**config.mk**
```make
export PLATFORM = sky130hd
export DESIGN_NAME = probe_hk_csr
export DESIGN_NICKNAME = d
export VERILOG_FILES = /design/src/rtl/probe_hk_pkg.sv /design/src/rtl/hk_sync.sv /design/src/rtl/hk_sticky.sv /design/src/rtl/hk_ctrl_bank.sv /design/src/rtl/probe_hk_csr.sv
export SDC_FILE = /design/constraint.sdc
export NUM_CORES = 1
export LEC_CHECK = 0
export ABC_CLOCK_PERIOD_IN_PS = 1050
export BUFFER_PORTS_ARGS = -buffer_cell sky130_fd_sc_hd__buf_4
export CORE_UTILIZATION = 31
export DETAILED_ROUTE_END_ITERATION = 8
export PLACE_DENSITY = 0.75
export SYNTH_ARGS = -nofsm -noshare
export SYNTH_HDL_FRONTEND = slang
export SYNTH_SLANG_ARGS = --single-unit
```
**constraint.sdc**
```tcl
create_clock -name clk -period 1.05 [get_ports clk]
set_input_delay 0.0525 -clock clk [delete_from_list [all_inputs] [get_ports clk]]
set_output_delay 0.0525 -clock clk [all_outputs]
set_load 0.01 [all_outputs]
```
**src/rtl/probe_hk_pkg.sv**
```systemverilog
package probe_hk_pkg;
  localparam int unsigned BIT_SRST   = 0;
  localparam int unsigned BIT_TRST   = 1;
  localparam int unsigned BIT_PWROFF = 3;
  localparam int unsigned BIT_LAMP0  = 4;
  localparam int unsigned BIT_LAMP1  = 5;
  localparam int unsigned BIT_SRSTF  = 6;
  localparam int unsigned BIT_DIPF   = 7;
  localparam int unsigned BIT_RCLK   = 8;
  localparam int unsigned BIT_TOF    = 10;

  localparam int unsigned NUM_FLAGS  = 3;
  localparam int unsigned NUM_SENSE  = 2;

  // flag index order inside the flag vector
  typedef enum logic [1:0] {
    FLG_SRST = 2'd0,
    FLG_DIP  = 2'd1,
    FLG_TO   = 2'd2
  } flag_idx_e;
endpackage

```
**src/rtl/hk_sync.sv**
```systemverilog
module hk_sync #(
  parameter int unsigned STAGES = 2
) (
  input  logic clk,
  input  logic rst_n,
  input  logic d,
  output logic q
);
  logic [STAGES-1:0] chain_q;

  always_ff @(posedge clk or negedge rst_n) begin
    if (!rst_n) chain_q <= '0;
    else        chain_q <= {chain_q[STAGES-2:0], d};
  end

  assign q = chain_q[STAGES-1];
endmodule

```
**src/rtl/hk_sticky.sv**
```systemverilog
module hk_sticky (
  input  logic clk,
  input  logic rst_n,
  input  logic event_i,
  input  logic rearm_i,
  output logic flag_o
);
  logic flag_q;

  // the event term is ORed last so it wins over a rearm in the same cycle
  always_ff @(posedge clk or negedge rst_n) begin
    if (!rst_n) flag_q <= 1'b0;
    else        flag_q <= event_i | (flag_q & ~rearm_i);
  end

  assign flag_o = flag_q;
endmodule

```
**src/rtl/hk_ctrl_bank.sv**
```systemverilog
module hk_ctrl_bank #(
  parameter int unsigned DATA_W = 32,
  parameter logic [DATA_W-1:0] CTRL_MASK = '0
) (
  input  logic              clk,
  input  logic              rst_n,
  input  logic              set_en,
  input  logic              clr_en,
  input  logic [DATA_W-1:0] mask,
  output logic [DATA_W-1:0] ctrl_o
);
  logic [DATA_W-1:0] ctrl_q;
  logic [DATA_W-1:0] eff_mask;

  assign eff_mask = mask & CTRL_MASK;

  always_ff @(posedge clk or negedge rst_n) begin
    if (!rst_n)      ctrl_q <= '0;
    else if (set_en) ctrl_q <= ctrl_q | eff_mask;
    else if (clr_en) ctrl_q <= ctrl_q & ~eff_mask;
  end

  assign ctrl_o = ctrl_q;
endmodule

```
**src/rtl/probe_hk_csr.sv**
```systemverilog
module probe_hk_csr
  import probe_hk_pkg::*;
#(
  parameter int unsigned ADDR_W      = 8,
  parameter int unsigned DATA_W      = 32,
  parameter int unsigned SYNC_STAGES = 2,
  parameter logic [ADDR_W-1:0] SET_OFS = 8'h10,
  parameter logic [ADDR_W-1:0] CLR_OFS = 8'h14
) (
  input  logic              clk,
  input  logic              rst_n,
  input  logic              bus_wr,
  input  logic [ADDR_W-1:0] bus_addr,
  input  logic [DATA_W-1:0] bus_wdata,
  output logic [DATA_W-1:0] bus_rdata,
  input  logic              srst_sense,
  input  logic              pwr_dip_sense,
  input  logic              rclk_timeout,
  output logic              srst_out,
  output logic              trst_out,
  output logic              tgt_pwr_en,
  output logic [1:0]        led_o,
  output logic              rclk_sel
);
  localparam logic [DATA_W-1:0] CTRL_MASK =
      (DATA_W'(1) << BIT_SRST)   | (DATA_W'(1) << BIT_TRST) |
      (DATA_W'(1) << BIT_PWROFF) | (DATA_W'(1) << BIT_LAMP0) |
      (DATA_W'(1) << BIT_LAMP1)  | (DATA_W'(1) << BIT_RCLK);

  logic              set_sel, clr_sel, set_hit, clr_hit;
  logic [DATA_W-1:0] ctrl;
  logic [NUM_SENSE-1:0] sense_raw, sense_sync;
  logic [NUM_FLAGS-1:0] flag_ev, flag_rearm, flag_q;
  logic [DATA_W-1:0] status;

  assign set_sel = (bus_addr == SET_OFS);
  assign clr_sel = (bus_addr == CLR_OFS);
  assign set_hit = bus_wr & set_sel;
  assign clr_hit = bus_wr & clr_sel;

  hk_ctrl_bank #(.DATA_W(DATA_W), .CTRL_MASK(CTRL_MASK)) bank_i (
    .clk    (clk),
    .rst_n  (rst_n),
    .set_en (set_hit),
    .clr_en (clr_hit),
    .mask   (bus_wdata),
    .ctrl_o (ctrl)
  );

  assign sense_raw = {pwr_dip_sense, srst_sense};

  for (genvar s = 0; s < NUM_SENSE; s++) begin : g_sync
    hk_sync #(.STAGES(SYNC_STAGES)) sync_i (
      .clk   (clk),
      .rst_n (rst_n),
      .d     (sense_raw[s]),
      .q     (sense_sync[s])
    );
  end

  // events and rearm sources per flag
  assign flag_ev[FLG_SRST]    = sense_sync[0];
  assign flag_ev[FLG_DIP]     = sense_sync[1];
  assign flag_ev[FLG_TO]      = rclk_timeout;
  assign flag_rearm[FLG_SRST] = set_hit & bus_wdata[BIT_SRSTF];
  assign flag_rearm[FLG_DIP]  = set_hit & bus_wdata[BIT_DIPF];
  assign flag_rearm[FLG_TO]   = clr_hit & bus_wdata[BIT_TOF];

  for (genvar f = 0; f < NUM_FLAGS; f++) begin : g_flag
    hk_sticky sticky_i (
      .clk     (clk),
      .rst_n   (rst_n),
      .event_i (flag_ev[f]),
      .rearm_i (flag_rearm[f]),
      .flag_o  (flag_q[f])
    );
  end

  always_comb begin
    status = ctrl;
    status[BIT_SRSTF] = flag_q[FLG_SRST];
    status[BIT_DIPF]  = flag_q[FLG_DIP];
    status[BIT_TOF]   = flag_q[FLG_TO];
  end

  assign bus_rdata  = (set_sel | clr_sel) ? status : '0;
  assign srst_out   = ctrl[BIT_SRST];
  assign trst_out   = ctrl[BIT_TRST];
  assign tgt_pwr_en = ~ctrl[BIT_PWROFF];
  assign led_o      = {ctrl[BIT_LAMP1], ctrl[BIT_LAMP0]};
  assign rclk_sel   = ctrl[BIT_RCLK];
endmodule

```
After elaboration in Yosys (flattened, before gate mapping)
Index checks and enable logic that the tools add are counted.
{ "word_totals": {"in_bits": 46, "register_bits": 39, "elab_cells": 31} }
{ "op_classes": {"eq_ne": 2, "muxes": 3, "bitwise": 19, "n_reduce_logical": 1} }
{ "ops": {"columns": ["cell", "n"], "rows": [
  ["$mux 32", 3],
  ["$and 32x32->32", 1],
  ["$not 9->32", 1],
  ["$or 32x9->32", 1],
  ["$eq 8x5->1 const B", 2],
  ["$and 1x1->1", 8],
  ["$not 1->1", 4],
  ["$or 1x1->1", 4],
  ["$reduce_bool 2->1", 1]
]} }

Logic depth before layout (Yosys ltp)
Gate-level depths: netlist of run 1.
{ "depth": {"depth_word": 6, "depth_mapped": 3, "ltp_nobuf": 3} }

By module
From an unflattened synthesis of run 1, not the netlist that was laid out.
{ "unflattened": {"cells_unflattened": 142, "area_unflattened_um2": 1211.2} }
{ "by_module_without_submodules": {"columns": ["module", "area_per_inst_um2", "cells_per_inst", "n_inst"], "rows": [
  ["probe_hk_csr", 578.1, 84, 1],
  ["hk_ctrl_bank", 424.2, 45, 1],
  ["hk_sticky", 36.3, 3, 3],
  ["hk_sync", 50.0, 2, 2]
]} }

Worst setup path after synthesis of run 1
Ideal clock, no wire load.
{ "synth_timing": {"kind": "input-to-output", "startpoint": "input port bus_addr[5]", "endpoint": "output port bus_rdata[0]", "required_ns": 0.998, "setup_slack_ns": -0.071, "path_stages": 3, "arrival_time_ns": 1.068, "cell_sequence": "nor4b_4 nor4b_4 and2_1"} }
{ "synth_via": {"elab_chain_cells": 3, "word_cells_on_any_way": 4} }
{ "synth_lines": {"columns": ["element", "line", "rtl"], "rows": [
  ["start: declaration", "probe_hk_csr.sv:13", "input logic [ADDR_W-1:0] bus_addr,"],
  ["$eq 8x5->1 (on tied branches)", "probe_hk_csr.sv:36, probe_hk_csr.sv:37", null],
  ["$or 1x1->1 (*)", "probe_hk_csr.sv:86", "assign bus_rdata = (set_sel | clr_sel) ? status : '0;"],
  ["$mux 32 (*)", "probe_hk_csr.sv:86", null],
  ["end: declaration", "probe_hk_csr.sv:15", "output logic [DATA_W-1:0] bus_rdata,"]
]} }
Every way passes the cells marked *; elsewhere a longest branch is shown, timed or not.

Final worst setup path of run 1
{ "layout_timing": {"startpoint": "input port bus_addr[7]", "endpoint": "output port bus_rdata[10]"} }
The elaborated chain is that of the path after synthesis.

==> results of run 1 <==
## Yosys cell counts
cell	number
dfrtp_1	13
clkbuf_1	1
nor4b_2	1
and2_1	9
nor4b_4	2
nand4_1	1
inv_1	6
buf_4	25
a21o_1	3
nand4b_1	2
conb_1	1
nand3_1	6
mux2i_1	6
## worst max-delay path: stages
cell and delay (ns):
buf_6 0.09, nor4b_4 0.27, nor4b_4 0.26, buf_4 0.18, and2_4 0.14, buf_6 0.09
## area by class of cell
cell class / instances / share of cell area [%]
clock buffer: 3 / 1.94
clock inverter: 1 / 0.432
inverter: 6 / 1.94
multi-input combinational: 53 / 31.2
sequential: 13 / 28.0
tap: 30 / 3.24
timing repair buffer: 45 / 33.2
## power breakdown
group          switching (mW)  total, mW  internal (mW)
Combinational          0.0980      0.197         0.0995
Sequential             0.0103      0.529          0.519
Clock                   0.158      0.299          0.141
Total                   0.267       1.03          0.760
## final timing paths
path                                                   from                           to  slack, ns  depth (start not counted)
worst max register to register                    flip-flop                    flip-flop       0.40                          2
worst min-delay path                            bus_addr[2]                    flip-flop       0.03                          2
min in group asynchronous                             rst_n    g_flag[2].sticky_i.flag_o       0.15                          2
max in group asynchronous                             rst_n                    async pin       0.74                          2
worst max-delay path                            bus_addr[7]                bus_rdata[10]      -0.09                          6
worst min register to register  g_sync[0].sync_i.chain_q[0]  g_sync[0].sync_i.chain_q[1]       0.35                          0
## per-stage QoR
stage | instances | power (mW)
finish | 151 | 1.03
global route | 151 | 1.08
CTS | 151 | 1.04
detailed placement | 143 | 0.721
global placement | 143 | 0.717
floorplan | 98 | 0.676
## layer usage
layer	GRT usage (%)	up-vias	wire, um
li1	-	289	-
met4	2.63	0	0
met5	0	-	0
met1	12.4	288	583
met3	5.22	0	174
met2	21.1	50	762
## kinds of logic (layout without fill, tap and decap cells)
kind of cell / count (synthesis) / after routing / synth area share, %
flip-flops: 13 / 13 / 40.8
other: 1 / 23 / 0.470
buffers and inverters: 32 / 55 / 26.8
AO/OA/AOI/OAI: 3 / 3 / 2.82
AND/OR/NAND/NOR: 21 / 21 / 21.6
multiplexers: 6 / 6 / 7.52
## what timing repair did
item / in CTS / in global routing
setup endpoints to repair: 9 / 9
hold buffers: 4 / 0
gates cloned: 0 / 0
buffers inserted: 0 / 0
pin swaps: 9 / 1
hold endpoints to repair: 16 / 0
gates resized for setup: 18 / 0
==> flow_metrics.py, run 1 <==
metrics = {
    "sta": {
        "finalSetupTns_ns": -0.712,
        "timing.fmax_mhz": 879,
        "finalHoldViolCount": 0,
        "min_period_ns": 1.14,
        "slew_violations": 0,
        "whs_ns": 0.0295,
        "postLayoutSetupSlackWorst_ns": -0.0874,
        "fin_crit_sh_pct": 108,
        "setup-violations-final": 9,
        "rsz0062_at_grt": "yes",
        "skew_ns": 0.000163,
    },
    "routing": {
        "vias_per_cell": 4.15,
        "drc": 0,
        "wl_mm": 1.52,
        "drt_iter0_markers": 6,
        "wl_per_cell_um": 10.1,
        "ant_nets": 0,
        "drt_pre_antenna_iters": 4,
        "num_vias": 627,
    },
    "floorplan": {
        "std_cell_rows": 18,
        "core_um2": 2450,
        "die_w_um": 52.7,
        "pin_count": 84,
        "die-area_um2": 2780,
        "start_util_pct": 32.5,
        "die_h_um": 52.7,
    },
    "power": {
        "ir_drop_uv": 676,
        "cellPowerDensity_nw_per_um2": 885,
        "p_leak_nw": 0.625,
    },
    "clock_network": {
        "clk_latency_ns": 0.27,
        "clock_path_buffers": 2,
        "cts_made_buffers": 3,
        "cts-root-buf": "clkbuf_4",
        "cts_tree": "built",
        "htree_levels": 1,
        "path_clk_slew_ns": 0.08,
        "cts.sink_count": 13,
    },
    "place": {
        "port_buffers": 37,
        "detailedPlacementHpwl_mm": 1.23,
        "place_area_um2": 1030,
        "gp_congestion": 0.622,
        "pre_cts_slack_ns": -0.123,
    },
    "grt": {
        "track_usage_pct": 11.7,
        "grt_pass1_vias": 552,
        "grt_pass1_wl_mm": 2.30,
        "grt_antenna_before_repair": 0,
        "grt_max_degree": 14,
        "overflow": 0,
    },
    "layout": {
        "regArea_um2": 325,
        "layout_commonest_cell": "buf_4",
        "multi_input_area_um2": 362,
        "drive_gt1_share_pct": 46.3,
        "design_area_um2": 1160,
        "final_util_pct": 47.2,
        "area_growth_pct": 45.3,
        "nNetsFinal": 168,
        "fillerInstances": 224,
        "mostFrequentLayoutCells": "31 x buf_4, 23 x conb_1, 13 x dfrtp_1",
        "antenna_cells": 0,
    },
    "critical_path": {
        "endpoint_kind": "output port",
        "critPathMaxFanout": 5,
        "crit_path_start_kind": "primary input",
        "required_ns": 1.00,
        "cp.arrival_ns": 1.08,
        "crit_type": "primary input to output port",
    },
    "yosys": {
        "ys_top_cells_by_area": "dfrtp_1 41%, buf_4 24%, mux2i_1 7.5%, and2_1 7.1%, nor4b_4 6.0%",
        "synth_top_area_share_pct": 40.8,
        "synthCells": 76,
        "ys_seq_area_share_pct": 40.8,
        "yosysWarnings": 0,
        "yosys.area.top_type": "dfrtp_1",
        "synth_area_um2": 798,
        "ys_types": 13,
        "syn_avg_cell_area_um2": 10.5,
        "synth_seq_cells": 13,
    },
    "run_status": {
        "status": "finished, violations left",
        "violations": "setup timing",
    },
    "min_path": {
        "hold_class": "primary input to flip-flop",
    },
    "flow_run": {
        "cap_violations": 0,
    },
}
Note: power is estimated with default switching activity, not from simulation.
==> inputs of run 2 (changes only) <==
--- a/config.mk
+++ b/config.mk
@@ -7,9 +7,10 @@
 export LEC_CHECK = 0
 export ABC_CLOCK_PERIOD_IN_PS = 1050
 export BUFFER_PORTS_ARGS = -buffer_cell sky130_fd_sc_hd__buf_4
-export CORE_UTILIZATION = 31
+export CORE_UTILIZATION = 37
 export DETAILED_ROUTE_END_ITERATION = 8
-export PLACE_DENSITY = 0.75
+export PLACE_DENSITY = 0.76
 export SYNTH_ARGS = -nofsm -noshare
 export SYNTH_HDL_FRONTEND = slang
+export SYNTH_HIERARCHICAL = 1
 export SYNTH_SLANG_ARGS = --single-unit
==> flow_metrics.py, run 2 <==
metrics = {
    "floorplan": {
        "die_h_um": 58.7,
        "pin_count": 84,
        "die_w_um": 58.7,
        "std_cell_rows": 20,
        "core_um2": 3050,
        "start_util_pct": 38.9,
        "die-area_um2": 3440,
    },
    "routing": {
        "drt_pre_antenna_iters": 3,
        "wl_mm": 2.15,
        "wl_met1_um": 883,
        "wl_per_cell_um": 9.34,
        "num_vias": 929,
        "drc": 0,
        "vias_per_cell": 4.04,
        "wl_met2_mm": 1.11,
        "ant_nets": 0,
        "drt_iter0_markers": 10,
        "wl_met3_um": 134,
        "routed.top_layer": "met4",
    },
    "grt": {
        "overflow": 0,
        "grt_antenna_before_repair": 0,
        "grt_pass1_vias": 796,
        "track_usage_pct": 12.5,
        "grt_max_degree": 18,
        "grt_pass1_wl_mm": 3.33,
    },
    "layout": {
        "stdcell_count": 230,
        "nNetsFinal": 233,
        "mostFrequentLayoutCells": "36 x inv_1, 33 x buf_4, 23 x conb_1",
        "design_area_um2": 1710,
        "final_util_pct": 55.9,
        "multi_input_area_um2": 688,
        "layout_commonest_cell": "inv_1",
        "fillerInstances": 282,
        "area_growth_pct": 43.7,
        "antenna_cells": 0,
        "regArea_um2": 325,
        "drive_gt1_share_pct": 47.3,
    },
    "place": {
        "place_area_um2": 1510,
        "gp_congestion": 0.675,
        "port_buffers": 37,
        "detailedPlacementHpwl_mm": 1.62,
        "dp_cells": 219,
        "pre_cts_slack_ns": -0.432,
    },
    "sta": {
        "finalSetupTns_ns": -2.77,
        "postLayoutSetupSlackWorst_ns": -0.224,
        "whs_ns": 0.0141,
        "finalHoldViolCount": 0,
        "skew_ns": 0.000219,
        "min_period_ns": 1.27,
        "fin_crit_sh_pct": 121,
        "slew_violations": 0,
        "timing.fmax_mhz": 785,
        "rsz0062_at_grt": "yes",
        "setup-violations-final": 18,
    },
    "clock_network": {
        "cts_tree": "built",
        "clock_path_buffers": 2,
        "path_clk_slew_ns": 0.07,
        "htree_levels": 1,
        "clk_latency_ns": 0.27,
        "cts-root-buf": "clkbuf_4",
        "cts_made_buffers": 3,
        "cts.sink_count": 13,
    },
    "power": {
        "power_mw": 1.10,
        "p_leak_nw": 0.744,
        "cellPowerDensity_nw_per_um2": 647,
        "ir_drop_uv": 616,
    },
    "yosys": {
        "synth_area_um2": 1190,
        "yosysWarnings": 6,
        "synthCells": 139,
        "syn_avg_cell_area_um2": 8.55,
    },
    "critical_path": {
        "crit_path_top_delay_cell": "or4b_4",
        "crit_buf_inv": 3,
        "setup.worst_path.start": "bus_addr[3]",
        "path_common_cell": "buf_6",
        "critPathMaxFanout": 12,
        "cp.arrival_ns": 1.22,
        "crit_chain": "buf_6 > or4b_4 > buf_12 > nor3_4 > buf_6",
        "crit_type": "primary input to output port",
        "crit_path_start_kind": "primary input",
        "cpLargestDelayFamily": "simple AND/OR/NAND/NOR gates",
        "cp_slowest_stage_delay_ns": 0.57,
        "endpoint_kind": "output port",
        "r2r_slack_ns": 0.31,
        "required_ns": 1.00,
    },
    "min_path": {
        "hold_class": "primary input to flip-flop",
        "hold_start": "bus_wdata[1]",
    },
    "run_status": {
        "violations": "setup timing",
        "status": "finished, violations left",
    },
    "flow_run": {
        "cap_violations": 0,
    },
}
-- run 2: cell types whose count changed in the layout (fill, tap and decap cells not counted), moves of 3 or more --
cell     delta
inv_1      +30
nor3_2     +21
nor3_4     +11
nand2_1     +9
and2_4      -8
a22o_1      +6
mux2i_1     -6
nand3_1     -5
nor4_4      +3
-- run 2: layout make-up --
type                            count  area share [%]
Timing Repair Buffer               52            28.0
Inverter                           36            7.91
Multi-Input combinational cell     81            40.3
Tap cell                           44            3.22
Sequential cell                    13            19.0
Clock buffer                        4            1.54
-- run 2: path summary, 6_finish.rpt --
kind | to | cells after the start
worst max register to register | flip-flop | 1
worst max-delay path | bus_rdata[7] | 5
min in group asynchronous | g_sync[1].sync_i/chain_q[0] | 2
max in group asynchronous | async pin | 2
worst min-delay path | flip-flop | 2
worst min register to register | g_sync[0].sync_i/chain_q[1] | 0
-- run 2: report_power, final --
part,switching (mW),total [mW],internal [mW]
registers,0.0117,0.531,0.519
logic,0.148,0.279,0.131
clock network,0.148,0.295,0.147
total,0.308,1.10,0.797
-- run 2: routing by layer --
metal / up-vias / global-route usage, %
met1: 405 / 14.1
met3: 2 / 4.18
li1: 487 / -
met2: 35 / 22.5
met4: 0 / 3.40
met5: - / 0
-- run 2: timing repair --
| action | CTS | global route |
|---|---|---|
| pin swaps | 15 | 5 |
| setup buffers | 3 | 0 |
| setup endpoints to repair | 18 | 18 |
| hold buffers | 4 | 0 |
| endpoints found under the hold margin | 16 | 0 |
| resized for setup | 13 | 12 |
